[src/rtl/sstk_gate_pkg.sv]
package sstk_gate_pkg;

  typedef enum logic [2:0] {
    OP_LOAD  = 3'd0,
    OP_STORE = 3'd1,
    OP_AMO   = 3'd2,
    OP_SPUSH = 3'd3,
    OP_SPOPC = 3'd4,
    OP_SRDP  = 3'd5,
    OP_SSWPW = 3'd6,
    OP_SSWPD = 3'd7
  } op_e;

  typedef enum logic [1:0] {
    PRV_U = 2'd0,
    PRV_S = 2'd1,
    PRV_H = 2'd2,
    PRV_M = 2'd3
  } prv_e;

  localparam int OP_W    = 3;
  localparam int PRV_W   = 2;
  localparam int CAUSE_W = 4;

  localparam logic [CAUSE_W-1:0] CAUSE_ILLEGAL   = 4'd2;
  localparam logic [CAUSE_W-1:0] CAUSE_ST_ACCESS = 4'd7;

  // class flags derived from an operation code
  typedef struct packed {
    logic ss;    // shadow-stack family
    logic mem;   // touches memory
    logic swap;  // atomic shadow swap
  } opcls_t;

endpackage

[src/rtl/sstk_decode.sv]
module sstk_decode
  import sstk_gate_pkg::*;
(
  input  logic [OP_W-1:0] op,
  output opcls_t          cls
);

  always_comb begin
    cls = '{ss: 1'b0, mem: 1'b1, swap: 1'b0};
    unique case (op_e'(op))
      OP_LOAD, OP_STORE, OP_AMO: cls = '{ss: 1'b0, mem: 1'b1, swap: 1'b0};
      OP_SPUSH, OP_SPOPC:        cls = '{ss: 1'b1, mem: 1'b1, swap: 1'b0};
      OP_SRDP:                   cls = '{ss: 1'b1, mem: 1'b0, swap: 1'b0};
      OP_SSWPW, OP_SSWPD:        cls = '{ss: 1'b1, mem: 1'b1, swap: 1'b1};
      default:                   cls = '{ss: 1'b0, mem: 1'b1, swap: 1'b0};
    endcase
  end

endmodule

[src/rtl/sstk_policy.sv]
module sstk_policy
  import sstk_gate_pkg::*;
(
  input  opcls_t               cls,
  input  logic [PRV_W-1:0]     priv,
  input  logic                 xlate_on,
  input  logic                 en_m,
  input  logic                 en_s,
  input  logic                 en_h,
  input  logic                 page_ss,
  output logic                 pass,
  output logic [CAUSE_W-1:0]   cause
);

  // rule index 0 has the highest priority
  localparam int NRULE = 5;
  localparam int R_ILL = 0;

  logic             lvl_en;
  logic             is_mach;
  logic [NRULE-1:0] viol;

  always_comb begin
    unique case (prv_e'(priv))
      PRV_M:   lvl_en = en_m;
      PRV_H:   lvl_en = en_h;
      default: lvl_en = en_s;
    endcase
  end

  assign is_mach = (prv_e'(priv) == PRV_M);

  always_comb begin
    viol[0] = cls.ss && !lvl_en;                  // disabled: illegal
    viol[1] = cls.swap && is_mach;                // swap in machine mode
    viol[2] = cls.ss && !is_mach && !xlate_on;    // no translation below M
    viol[3] = cls.ss && cls.mem && !page_ss;      // shadow op on normal page
    viol[4] = !cls.ss && page_ss;                 // ordinary op on shadow page
  end

  always_comb begin
    pass  = 1'b1;
    cause = CAUSE_ST_ACCESS;
    for (int i = NRULE - 1; i >= 0; i--) begin
      if (viol[i]) begin
        pass  = 1'b0;
        cause = (i == R_ILL) ? CAUSE_ILLEGAL : CAUSE_ST_ACCESS;
      end
    end
  end

endmodule

[src/rtl/sstk_stage.sv]
module sstk_stage
  import sstk_gate_pkg::*;
#(
  parameter int VA_W  = 39,
  parameter int TID_W = 4
) (
  input  logic               clk,
  input  logic               rst_n,
  input  logic               in_valid,
  output logic               in_ready,
  input  logic [OP_W-1:0]    in_op,
  input  logic [VA_W-1:0]    in_vaddr,
  input  logic [TID_W-1:0]   in_tid,
  input  logic               in_ss,
  input  logic               in_pass,
  input  logic [CAUSE_W-1:0] in_cause,
  output logic               lsu_valid,
  input  logic               lsu_ready,
  output logic [OP_W-1:0]    lsu_op,
  output logic [VA_W-1:0]    lsu_vaddr,
  output logic [TID_W-1:0]   lsu_tid,
  output logic               lsu_ss,
  output logic               flt_valid,
  output logic [CAUSE_W-1:0] flt_cause,
  output logic [VA_W-1:0]    flt_vaddr,
  output logic [TID_W-1:0]   flt_tid
);

  logic               stg_v;
  logic               stg_flt;
  logic [OP_W-1:0]    stg_op;
  logic [VA_W-1:0]    stg_va;
  logic [TID_W-1:0]   stg_tid;
  logic               stg_ss;
  logic [CAUSE_W-1:0] stg_cause;
  logic               take;
  logic               drain;

  // a fault always leaves after one cycle; a legal item waits for lsu_ready
  assign drain    = stg_v && (stg_flt || lsu_ready);
  assign in_ready = !stg_v || drain;
  assign take     = in_valid && in_ready;

  always_ff @(posedge clk) begin
    if (!rst_n) begin
      stg_v   <= 1'b0;
      stg_flt <= 1'b0;
    end else if (take) begin
      stg_v   <= 1'b1;
      stg_flt <= !in_pass;
    end else if (drain) begin
      stg_v   <= 1'b0;
    end
  end

  always_ff @(posedge clk) begin
    if (take) begin
      stg_op    <= in_op;
      stg_va    <= in_vaddr;
      stg_tid   <= in_tid;
      stg_ss    <= in_ss;
      stg_cause <= in_cause;
    end
  end

  assign lsu_valid = stg_v && !stg_flt;
  assign lsu_op    = stg_op;
  assign lsu_vaddr = stg_va;
  assign lsu_tid   = stg_tid;
  assign lsu_ss    = stg_ss;

  assign flt_valid = stg_v && stg_flt;
  assign flt_cause = stg_cause;
  assign flt_vaddr = stg_va;
  assign flt_tid   = stg_tid;

endmodule

[src/rtl/sstk_gate.sv]
module sstk_gate
  import sstk_gate_pkg::*;
#(
  parameter int VA_W  = 39,
  parameter int TID_W = 4
) (
  input  logic               clk,
  input  logic               rst_n,
  input  logic [1:0]         priv,
  input  logic               xlate_on,
  input  logic               en_m,
  input  logic               en_s,
  input  logic               en_h,
  input  logic               in_valid,
  output logic               in_ready,
  input  logic [2:0]         in_op,
  input  logic [VA_W-1:0]    in_vaddr,
  input  logic [TID_W-1:0]   in_tid,
  input  logic               in_page_ss,
  output logic               lsu_valid,
  input  logic               lsu_ready,
  output logic [2:0]         lsu_op,
  output logic [VA_W-1:0]    lsu_vaddr,
  output logic [TID_W-1:0]   lsu_tid,
  output logic               lsu_ss,
  output logic               flt_valid,
  output logic [3:0]         flt_cause,
  output logic [VA_W-1:0]    flt_vaddr,
  output logic [TID_W-1:0]   flt_tid
);

  opcls_t             cls;
  logic               ok;
  logic [CAUSE_W-1:0] why;

  sstk_decode u_dec (
    .op  (in_op),
    .cls (cls)
  );

  sstk_policy u_pol (
    .cls      (cls),
    .priv     (priv),
    .xlate_on (xlate_on),
    .en_m     (en_m),
    .en_s     (en_s),
    .en_h     (en_h),
    .page_ss  (in_page_ss),
    .pass     (ok),
    .cause    (why)
  );

  sstk_stage #(.VA_W(VA_W), .TID_W(TID_W)) u_stg (
    .clk       (clk),
    .rst_n     (rst_n),
    .in_valid  (in_valid),
    .in_ready  (in_ready),
    .in_op     (in_op),
    .in_vaddr  (in_vaddr),
    .in_tid    (in_tid),
    .in_ss     (cls.ss),
    .in_pass   (ok),
    .in_cause  (why),
    .lsu_valid (lsu_valid),
    .lsu_ready (lsu_ready),
    .lsu_op    (lsu_op),
    .lsu_vaddr (lsu_vaddr),
    .lsu_tid   (lsu_tid),
    .lsu_ss    (lsu_ss),
    .flt_valid (flt_valid),
    .flt_cause (flt_cause),
    .flt_vaddr (flt_vaddr),
    .flt_tid   (flt_tid)
  );

endmodule

[config.mk]
export PLATFORM = sky130hd
export DESIGN_NAME = sstk_gate
export DESIGN_NICKNAME = d
export VERILOG_FILES = /design/src/rtl/sstk_gate_pkg.sv /design/src/rtl/sstk_decode.sv /design/src/rtl/sstk_policy.sv /design/src/rtl/sstk_stage.sv /design/src/rtl/sstk_gate.sv
export SDC_FILE = /design/constraint.sdc
export NUM_CORES = 1
export LEC_CHECK = 0
export BUFFER_PORTS_ARGS = -buffer_cell sky130_fd_sc_hd__buf_4
export CAP_MARGIN = 40
export CORE_MARGIN = 2
export CORE_UTILIZATION = 40
export DETAILED_ROUTE_END_ITERATION = 16
export HOLD_SLACK_MARGIN = 0.06
export PLACE_DENSITY = 0.84
export RECOVER_POWER = 50
export SLEW_MARGIN = 20
export SYNTH_ARGS = -nofsm -noshare
export SYNTH_HDL_FRONTEND = slang
export SYNTH_HIERARCHICAL = 1
export SYNTH_SLANG_ARGS = --single-unit
[constraint.sdc]
create_clock -name clk -period 5.4 [get_ports clk]
set_clock_uncertainty 0.1 [all_clocks]
set_input_delay 1.62 -clock clk [delete_from_list [all_inputs] [get_ports clk]]
set_output_delay 1.62 -clock clk [all_outputs]
set_load 0.05 [all_outputs]
# Yosys cells after proc, flatten, opt, wreduce, memory -nomap -nowiden
# Memory sizes are Yosys's and may differ from the RTL's.
# Cells that the tools add are included.
[totals] mem_count=1 input_bits=57 ff_bits=53 rom_bits=24 output_inout_bits=97 wordCells=41
[classes] n_eq_ne=2 reduce_logical=22 n_mux=9
[memory_table] name="(no name shown)" words=8 width=3 rd=1 rd_clocked_by_memory_dff=0 write_ports=0 line_no="sstk_decode.sv:10" text="unique case (op_e'(op))"
[op_table] cell="logical AND 1 bit" count=11
[op_table] cell="logical NOT 1 bit" count=8
[op_table] cell="two-way mux 1 bit" count=7
[op_table] cell="equality test 2 bit, second input constant" count=2
[op_table] cell="two-way mux 3 bit" count=1
[op_table] cell="logical OR 1 bit" count=2
[op_table] cell="case mux 1 bit (2 select lines)" count=1
[op_table] cell="nonzero test 2 bit" count=1

# Logic depth before layout (Yosys ltp)
# An unclocked memory read counts as a cell.
[logic_depth] ltp_word=9 depth_mapped=7 depth_no_buf=7

# Modules after synthesis
# The synthesis kept the hierarchy.
[by_module_without_submodules] module="sstk_stage" seq_area_each_um2=1571.5 cells_per_inst=107 area_each_um2=1968.1 n_inst=1
[by_module_without_submodules] module="sstk_policy" seq_area_each_um2=0.0 cells_per_inst=14 area_each_um2=100.1 n_inst=1
[by_module_without_submodules] module="sstk_decode" seq_area_each_um2=0.0 cells_per_inst=3 area_each_um2=21.3 n_inst=1

# Worst setup path after synthesis
# Ideal clock, no wire load.
[synth_timing] kind="input -> register" from="input lsu_ready" to="register u_stg.stg_cause[0], in the netlist u_stg/flt_cause[0], enable pin" setup_time_ps=465 required_time_ps=4835 stages=2 path_slack_ps=917 path_buffers=0 t_arrival_ps=3918 path_cell_list="nor2b_4 nor2b_1"
[synth_between] elab_chain_len=4
[synth_rtl] element="start, declared" line_no="sstk_gate.sv:21" text="input logic lsu_ready,"
[synth_rtl] element="logical OR 1 bit" line_no="sstk_stage.sv:40" text="assign drain = stg_v && (stg_flt || lsu_ready);"
[synth_rtl] element="logical AND 1 bit" line_no="sstk_stage.sv:40"
[synth_rtl] element="logical OR 1 bit" line_no="sstk_stage.sv:41" text="assign in_ready = !stg_v || drain;"
[synth_rtl] element="logical AND 1 bit" line_no="sstk_stage.sv:42" text="assign take = in_valid && in_ready;"
[synth_rtl] element="via u_stg.take" line_no="sstk_stage.sv:36" text="logic take;"
[synth_rtl] element="end signal, assigned" line_no="sstk_stage.sv:62" text="stg_cause <= in_cause;"
[synth_rtl] element="end, declared" line_no="sstk_stage.sv:35" text="logic [CAUSE_W-1:0] stg_cause;"
# The timed path passes the listed nets, and every way through them passes these cells.
# A chain may end at the register's enable or synchronous reset.

# Final worst setup path
[layout_timing] from="input lsu_ready" to="register u_stg.stg_va[14], in the netlist u_stg/flt_vaddr[14], enable pin"
[layout_between] elab_chain_len=4
[layout_rtl] element="logical OR 1 bit" line_no="sstk_stage.sv:40"
[layout_rtl] element="logical AND 1 bit" line_no="sstk_stage.sv:40"
[layout_rtl] element="logical OR 1 bit" line_no="sstk_stage.sv:41"
[layout_rtl] element="logical AND 1 bit" line_no="sstk_stage.sv:42"
[layout_rtl] element="via u_stg.take" line_no="sstk_stage.sv:36"
[layout_rtl] element="end signal, assigned" line_no="sstk_stage.sv:59" text="stg_va <= in_vaddr;"
[layout_rtl] element="end, declared" line_no="sstk_stage.sv:32" text="logic [VA_W-1:0] stg_va;"
# The timed path passes the listed nets, and every way through them passes these cells.

==> impl_metrics.tcl <==
set metrics [dict create \
    crit_buf_inv 2 \
    gr-usage-met1_pct 13.6 \
    ys_warn_count 6 \
    ioPinCount 154 \
    synth_edf_count 51 \
    synth-async-reset-ratio_pct 0 \
    grt_max_degree 28 \
    rsz0062_at_grt "false" \
    cp_max_fo 27 \
    status "complete, but fails checks" \
    grt_overflow 0 \
    ys_top_cells_by_count "edfxtp_1, buf_4, nand2_1" \
    yosysMostFrequentCell "edfxtp_1" \
    dieWidth_um 76.3 \
    antenna_found_initial 1 \
    hold_start "u_stg/stg_flt" \
    start_util_pct 41.2 \
    drive_above_1_share_pct 57.5 \
    setup_viol 0 \
    wl_um 4500 \
    holdBufCountCts 0 \
    grt_pass1_wl_um 6700 \
    die_y_um 76.3 \
    critPathArrivalTime_ns 3.87 \
    cp_cell_sequence "clkbuf_4, nor2b_1, nor2b_1, buf_4" \
    place_congestion 0.681 \
    min_to "u_stg/stg_flt" \
    drc_errors 0 \
    timing.hold.ws_ns 0.460 \
    via_per_inst 4.28 \
    post-cts-setup-buffer-count 0 \
    path_clk_slew_ns 0.09 \
    rrSetupSlack_ns 2.28 \
    leakagePower_nw 1.26 \
    syn_nets 181 \
    coreArea_um2 5070 \
    num_vias 1328 \
    synthTopCellsByArea "edfxtp_1, buf_4, dfxtp_1" \
    slew_violations 26 \
    synthCells 124 \
    use_met3_pct 6.64 \
    numCtsBuffers 5 \
    avgSynthCellArea_um2 16.9 \
    ys.flop_type "edfxtp_1" \
    critPathSlowestCell "nor2b_1" \
    crit_required_ns 5.27 \
    min_delay_path_depth 2 \
    cp-end-kind "register" \
    vdd_drop_max_uv 164 \
    cts.htree.levels 2 \
    io_buffers 153 \
    dp_worst_setup_slack_ns 1.55 \
    die_area_um2 5820 \
    clock_latency_ns 0.30 \
    tightestPinTransition_ns 2.05 \
    nNetsFinal 296 \
    cts_buffer_depth 2 \
    cpPeakStageDelay_ns 1.53 \
    post-route-util_pct 58.4 \
    met2_usage_pct 28.5 \
    cp_top_family "simple AND/OR/NAND/NOR gates" \
    r2r_end "u_stg/flt_vaddr[14]" \
    setup-tns-final_ns 0 \
    synth_top_area_share_pct 73.3 \
    timing.slew.headroom_pct -36.9 \
    ys_ff_latch 53 \
    failed_checks "capacitance limit, slew limit" \
    fmax_ghz 0.250 \
    drtIter0Drc 59 \
    rows 26 \
    grt_pass1_vias 1329 \
    post-route-min-period_ns 4.00 \
    crit_type "input pin to register" \
    synthToLayoutAreaGrowth_pct 41.9 \
    power.density_nw_per_um2 326 \
    reg2reg_depth 4 \
    busiest_layer "met2" \
    maxCapViolCount 1 \
    hold_path.class "register to register" \
    first_pass_iters 2 \
    cts_root_buf "clkbuf_8" \
    routedWlPerCell_um 14.5 \
    cts-resized-gates 0 \
    setup_ws_ns 1.40 \
    ys_types 21 \
    grt_usage_pct 14.9 \
    crit_top_cell "nor2b_1" \
    drtAntennaViolNets 0 \
    finalHoldViolCount 0 \
    synth_area_um2 2090 \
    period_share_pct 74.1 \
    ys_seq_area_share_pct 75.2 \
    crit_path_start_kind "input pin" \
    yosys.area.top_type "edfxtp_1" \
    r2r_start "u_stg/stg_v" \
    cts_tree "done" \
    diodes 0 \
    clock-sinks 53 \
]
[placed cells by master (no fill, tap or decap)]
cell / instances
mux2i_1: 1
and4_1: 1
clkbuf_1: 27
dfxtp_1: 2
mux2_2: 1
clkbuf_8: 5
conb_1: 2
nor3b_1: 1
nand3_1: 1
inv_1: 1
and2_1: 2
nand3b_1: 2
nor2_1: 1
a21o_1: 1
edfxtp_1: 51
nand2b_1: 1
nand2_1: 4
o21a_1: 1
a31oi_2: 1
a21oi_1: 1
clkinv_2: 2
nor2b_1: 2
nor2b_4: 1
clkinvlp_4: 1
buf_4: 83
clkbuf_4: 44
[cell type report]
cell class / instances / area (um^2)
fill: 455 / 2110
sequential: 53 / 1570
timing repair buffer: 154 / 1050
multi-input combinational: 24 / 161
tap: 70 / 87.6
clock buffer: 5 / 68.8
clock inverter: 3 / 17.5
inverter: 1 / 3.75
[worst reg2reg max path, delay by kind of cell (launching register included)]
kind / cells / cell delay (ns)
and+or+nand+nor: 3 / 1.81
buffers and inverters: 1 / 0.55
DFF: 1 / 0.33
[cell families (layout without fill, tap and decap cells)]
| kind of cell | Yosys count | count (layout) | share of synthesized area [%] |
|---|---|---|---|
| buffers and inverters | 47 | 163 | 16.7 |
| multiplexers | 2 | 2 | 1.02 |
| flip-flops | 53 | 53 | 75.2 |
| other | 2 | 2 | 0.359 |
| AND/OR/NAND/NOR | 16 | 16 | 5.15 |
| AO/OA/AOI/OAI | 4 | 4 | 1.56 |
[routing by layer]
| metal | wire length [um] | vias to the layer above |
|---|---|---|
| li1 | - | 614 |
| met1 | 1450 | 624 |
| met2 | 2510 | 84 |
| met3 | 460 | 6 |
| met4 | 72 | 0 |
| met5 | 0 | - |
[how the worst max path moves through the flow]
stage	cells past startpoint	to	from	slack, ns
2_1_floorplan	2	u_stg/flt_cause[0]	lsu_ready	0.92
5_1_grt	4	u_stg/flt_tid[1]	lsu_ready	1.13
3_3_place_gp	4	in_ready	lsu_ready	1.57
4_1_cts	4	in_ready	lsu_ready	1.55
3_5_place_dp	4	in_ready	lsu_ready	1.55
6_report	4	u_stg/flt_vaddr[14]	lsu_ready	1.40
[state kept, by name, summed over array words and instances, names as in the netlist]
register         cells
u_stg/flt_vaddr     39
u_stg/lsu_op         3
u_stg/flt_tid        4
u_stg/lsu_ss         1
u_stg/stg_v          1
u_stg/stg_flt        1
u_stg/flt_cause      4
[report_power, final]
group | internal [mW] | switching [mW]
combinational | 0.0723 | 0.188
clock | 0.0896 | 0.122
sequential | 0.482 | 0.0127
total | 0.643 | 0.323
[per-stage QoR]
stage | power, mW | cell area (um^2) | std cells
3_5_place_dp | 0.780 | 3000 | 302
4_1_cts | 0.992 | 3080 | 310
3_3_place_gp | 0.774 | 3000 | 302
5_1_grt | 1.00 | 2970 | 310
2_1_floorplan | 0.702 | 2090 | 124
6_report | 0.966 | 2970 | 310
Power figures use the tool's default switching activity.
